## src/rtl/nic_irq_pkg.sv

```systemverilog
package nic_irq_pkg;

  typedef enum logic [1:0] {
    UST_IDLE  = 2'b00,
    UST_SUSP  = 2'b01,
    UST_RUN   = 2'b10,
    UST_NORES = 2'b11
  } unit_st_e;

  // positions inside the 8-bit flag vector (status bit = index + 8)
  localparam int FL_PAUSE = 0;
  localparam int FL_ERX   = 1;
  localparam int FL_SWI   = 2;
  localparam int FL_MGMT  = 3;
  localparam int FL_RNR   = 4;
  localparam int FL_CNA   = 5;
  localparam int FL_FRAME = 6;
  localparam int FL_CMD   = 7;

  function automatic logic left_run(input logic [1:0] prev, input logic [1:0] cur);
    return (prev == UST_RUN) && (cur != UST_RUN);
  endfunction

  function automatic logic entered_idle(input logic [1:0] prev, input logic [1:0] cur);
    return (prev != UST_IDLE) && (cur == UST_IDLE);
  endfunction

  // sticky update: a new set beats a simultaneous clear
  function automatic logic w1c_next(input logic cur, input logic set, input logic clr);
    return set | (cur & ~clr);
  endfunction

endpackage

```

## src/rtl/nic_irq_detect.sv

```systemverilog
module nic_irq_detect
  import nic_irq_pkg::*;
(
  input  logic       clk,
  input  logic       rst_n,
  input  logic [1:0] cu_state,
  input  logic [1:0] ru_state,
  input  logic       cna_mode,
  output logic       cna_evt,
  output logic       rnr_evt
);

  logic [1:0] cu_prev;
  logic [1:0] ru_prev;

  always_ff @(posedge clk or negedge rst_n) begin
    if (!rst_n) begin
      cu_prev <= UST_IDLE;
      ru_prev <= UST_IDLE;
    end else begin
      cu_prev <= cu_state;
      ru_prev <= ru_state;
    end
  end

  always_comb begin
    if (cna_mode) cna_evt = entered_idle(cu_prev, cu_state);
    else          cna_evt = left_run(cu_prev, cu_state);
    rnr_evt = left_run(ru_prev, ru_state);
  end

endmodule

```

## src/rtl/nic_irq_flags.sv

```systemverilog
module nic_irq_flags
  import nic_irq_pkg::*;
#(
  parameter int FLAG_W = 8
) (
  input  logic              clk,
  input  logic              rst_n,
  input  logic [FLAG_W-1:0] set_vec,
  input  logic [FLAG_W-1:0] clr_vec,
  output logic [FLAG_W-1:0] flags,
  output logic              any_q
);

  for (genvar i = 0; i < FLAG_W; i++) begin : g_flag
    always_ff @(posedge clk or negedge rst_n) begin
      if (!rst_n) flags[i] <= 1'b0;
      else        flags[i] <= w1c_next(flags[i], set_vec[i], clr_vec[i]);
    end
  end

  always_ff @(posedge clk or negedge rst_n) begin
    if (!rst_n) any_q <= 1'b0;
    else        any_q <= |flags;
  end

endmodule

```

## src/rtl/nic_irq_status.sv

```systemverilog
module nic_irq_status
  import nic_irq_pkg::*;
#(
  parameter int STATUS_W = 16,
  parameter int ADDR_W   = 4,
  parameter int REG_ADDR = 0
) (
  input  logic                  clk,
  input  logic                  rst_n,
  input  logic                  ev_cmd_done,
  input  logic                  ev_frame_rx,
  input  logic                  ev_mgmt_done,
  input  logic                  ev_sw_req,
  input  logic                  ev_early_rx,
  input  logic                  ev_pause,
  input  logic [1:0]            cu_state,
  input  logic [1:0]            ru_state,
  input  logic                  cna_mode,
  input  logic                  mgmt_irq_en,
  input  logic [ADDR_W-1:0]     bus_addr,
  input  logic                  bus_wr,
  input  logic [STATUS_W/8-1:0] bus_be,
  input  logic [STATUS_W-1:0]   bus_wdata,
  output logic [STATUS_W-1:0]   bus_rdata,
  output logic [STATUS_W-1:0]   status_word,
  output logic                  irq
);

  localparam int FLAG_W = STATUS_W / 2;
  localparam int LANES  = STATUS_W / 8;
  localparam int HI_LANE = LANES - 1;

  logic              cna_evt;
  logic              rnr_evt;
  logic              reg_hit;
  logic [FLAG_W-1:0] set_vec;
  logic [FLAG_W-1:0] clr_vec;
  logic [FLAG_W-1:0] flags;
  logic              any_q;
  logic              unused_low_lane;

  nic_irq_detect u_det (
    .clk      (clk),
    .rst_n    (rst_n),
    .cu_state (cu_state),
    .ru_state (ru_state),
    .cna_mode (cna_mode),
    .cna_evt  (cna_evt),
    .rnr_evt  (rnr_evt)
  );

  always_comb begin
    set_vec           = '0;
    set_vec[FL_CMD]   = ev_cmd_done;
    set_vec[FL_FRAME] = ev_frame_rx;
    set_vec[FL_CNA]   = cna_evt;
    set_vec[FL_RNR]   = rnr_evt;
    set_vec[FL_MGMT]  = ev_mgmt_done & mgmt_irq_en;
    set_vec[FL_SWI]   = ev_sw_req;
    set_vec[FL_ERX]   = ev_early_rx;
    set_vec[FL_PAUSE] = ev_pause;
  end

  assign reg_hit = (bus_addr == ADDR_W'(REG_ADDR));
  assign clr_vec = (bus_wr && reg_hit && bus_be[HI_LANE]) ?
                   bus_wdata[STATUS_W-1 -: FLAG_W] : '0;

  // low lane carries reserved bits only
  assign unused_low_lane = ^{bus_be[HI_LANE-1:0], bus_wdata[FLAG_W-1:0]};

  nic_irq_flags #(.FLAG_W(FLAG_W)) u_flags (
    .clk     (clk),
    .rst_n   (rst_n),
    .set_vec (set_vec),
    .clr_vec (clr_vec),
    .flags   (flags),
    .any_q   (any_q)
  );

  assign status_word = {flags, {FLAG_W{1'b0}}};
  assign bus_rdata   = reg_hit ? status_word : '0;
  assign irq         = any_q;

endmodule

```

## config.mk

```make
export PLATFORM = sky130hd
export DESIGN_NAME = nic_irq_status
export DESIGN_NICKNAME = d
export VERILOG_FILES = /design/src/rtl/nic_irq_pkg.sv /design/src/rtl/nic_irq_detect.sv /design/src/rtl/nic_irq_flags.sv /design/src/rtl/nic_irq_status.sv
export SDC_FILE = /design/constraint.sdc
export NUM_CORES = 1
export LEC_CHECK = 0
export ABC_AREA = 1
export ABC_CLOCK_PERIOD_IN_PS = 2400
export BUFFER_PORTS_ARGS = -buffer_cell sky130_fd_sc_hd__buf_2
export CELL_PAD_IN_SITES_DETAIL_PLACEMENT = 0
export CELL_PAD_IN_SITES_GLOBAL_PLACEMENT = 1
export CORE_AREA = 2 2 53 65
export CTS_CLUSTER_SIZE = 40
export DETAILED_ROUTE_END_ITERATION = 7
export DIE_AREA = 0 0 55 67
export PLACE_DENSITY_LB_ADDON = 0.25
export REMOVE_ABC_BUFFERS = 1
export SYNTH_ARGS = -nofsm -noshare
export SYNTH_HDL_FRONTEND = slang
export SYNTH_SLANG_ARGS = --single-unit
```

## constraint.sdc

```tcl
create_clock -name clk -period 2.4 [get_ports clk]
set_input_delay 0.48 -clock clk [delete_from_list [all_inputs] [get_ports clk]]
set_output_delay 0.48 -clock clk [all_outputs]
set_load 0.005 [all_outputs]
```

==> results.yml <==
power_and_ir_drop:
  irDropWorstVdd_v: 0.000272
  swShare_pct: 26.1
  power_leakage_uw: 0.000628
  internal-power_uw: 315
  power.density_nw_per_um2: 438
  pwr-share-comb_pct: 14.6
  pwr-share-clk_pct: 32.0
  p_sw_uw: 111
  p_seq_share_pct: 53.4
timing:
  final.period_utilization_pct: 70.5
  timing.final.ws_setup_ns: 0.708
  rsz0062_at_grt: "no"
  setup_tns_ns: 0
  fin_crit_ns: 1.69
  final.setup_skew_ns: 0.000455
  finalHoldViolCount: 0
  drv_slew: 0
  setup_violations: 0
  max_freq_mhz: 591
floorplan:
  coreArea_um2: 3030
  die_w_um: 55
  pin_count: 70
  std_cell_rows: 22
  start_util_pct: 24.6
  die-area_um2: 3690
  die_y_um: 67
layout:
  drive_gt1_share_pct: 35.2
  fin_util_pct: 32.1
  seq_area_um2: 325
  final_common_cell: "buf_2"
  final_cell_mix: "buf_2, nand2_1, inv_1"
  fillers: 365
  n_antenna_cell: 0
  multi_input_area_um2: 289
  area_growth_pct: 30.5
  nets: 180
global_routing:
  grt_max_degree: 14
  overflow: 0
  grt_pass1_vias: 671
  grt_pass1_wl_um: 2820
  grt.total_usage_pct: 10.6
  antenna_found_initial: 0
drt:
  via_per_inst: 3.86
  drtPass1Iterations: 3
  drc: 0
  finalWirelength_um: 1720
  ant_nets: 0
  drtIter0Drc: 10
  vias: 687
  drt-wirelength-per-cell_um: 9.67
yosys:
  synth_cells: 95
  avgSynthCellArea_um2: 7.85
  ys_seq_elements: 13
  yosysUniqueCellTypes: 13
  syn_area_um2: 746
  ys_seq_area_share_pct: 43.6
  synth_warnings: 0
setup_path:
  crit_type: "input pin to output port"
  start_kind: "input pin"
  crit_arrival_ns: 1.21
  crit_required_ns: 1.92
  path_max_fanout: 9
  end_kind: "output port"
  r2r_setup_slack_ns: 1.49
clocking:
  cts_setup_buffers: 0
  cts_resized: 0
  clk_latency_ns: 0.27
  ctsLongestPathBuffers: 2
  clock-root-buffer: "clkbuf_4"
  tritoncts: "done"
  cts.clk_slew.worst_paths_ns: 0.08
  cts_buffers: 3
  cts_sinks: 13
  cts_hold_buf: 0
  h-tree-depth: 1
placed_design:
  routabilityCongestion: 0.615
  place_ws_ns: 0.675
  dp_hpwl_um: 1390
  io_buffers: 44
flow_run:
  drv_cap: 0
min_path:
  min_path_type: "input pin to asynchronous set/reset pin"
run_status:
  status: "finished, final reports clean"
worst paths after layout:
check                                       from          endpoint  cells after the start
worst max-delay path                 bus_addr[3]     bus_rdata[10]                      5
worst min-delay path                       rst_n  u_flags.flags[4]                      1
worst max register to register  u_flags.flags[6]     u_flags.any_q                      4
worst min register to register  u_flags.flags[2]  u_flags.flags[2]                      2
max in group asynchronous                  rst_n  u_flags.flags[5]                      1
min in group clk                     ru_state[1]  u_det.ru_prev[1]                      1
through the flow:
stage               std cells  hold WS (ns)  cell area, µm²  power [µW]
finish                    178        0.0838             973         426
global route              178        0.0944             973         456
CTS                       178        0.0874             973         434
detailed placement        174         0.393             947         296
floorplan                  94         0.184             682         256
global placement          174         0.385             947         295
logic make-up (layout without fill, tap and decap cells):
| logic type | count (synthesis) | after routing | share of synthesized area (%) |
|---|---|---|---|
| other cells | 1 | 16 | 0.503 |
| flops | 13 | 13 | 43.6 |
| compound gates | 3 | 3 | 2.35 |
| simple gates | 44 | 44 | 28.4 |
| buf+inv | 34 | 66 | 25.2 |
power groups by stage:
stage / Sequential, µW / Clock [µW] / Combinational [µW]
after global routing: 229 / 154 / 72.8
final: 228 / 136 / 62.2
after detailed placement: 232 / 0 / 63.3
after CTS: 228 / 143 / 63.5
after floorplan: 232 / 0 / 24.3
after global placement: 232 / 0 / 62.7
worst max-delay path: stages:
cell and delay, ns:
buf_2 0.11, nor2_4 0.25, nand2_4 0.14, nor2_1 0.11
buf_2 0.12
metal layers:
layer	GRT usage, %	share of wire, %	vias up
li1	-	-	356
met3	2.02	10	2
met4	4.57	0.75	0
met1	12.8	41	294
met2	17.6	48	35
met5	0	0	-
cells in the mapped netlist (all sizes together):
library cell,n,area [µm²]
dfrtp,13,325
inv,18,67.6
nand3,1,5.00
nor3,2,10.0
nor2,12,60.1
o211ai,1,7.51
conb,1,3.75
nand2,21,86.3
nand4,8,50.1
o21ai,2,10.0
buf,16,120
final cells by class:
| type | instances | area share, % |
|---|---|---|
| flip-flops and latches | 13 | 33.4 |
| clock buffers | 4 | 2.70 |
| well taps | 36 | 4.63 |
| multi-input cells | 63 | 29.7 |
| repair buffers | 44 | 22.6 |
| inverters | 18 | 6.94 |
registers in the layout, indices dropped and copies added (netlist names):
| name | flops |
|---|---|
| u_det.cu_prev | 2 |
| u_flags.flags | 8 |
| u_det.ru_prev | 2 |
| u_flags.any_q | 1 |
No activity file was read; power rests on OpenSTA's default activity.
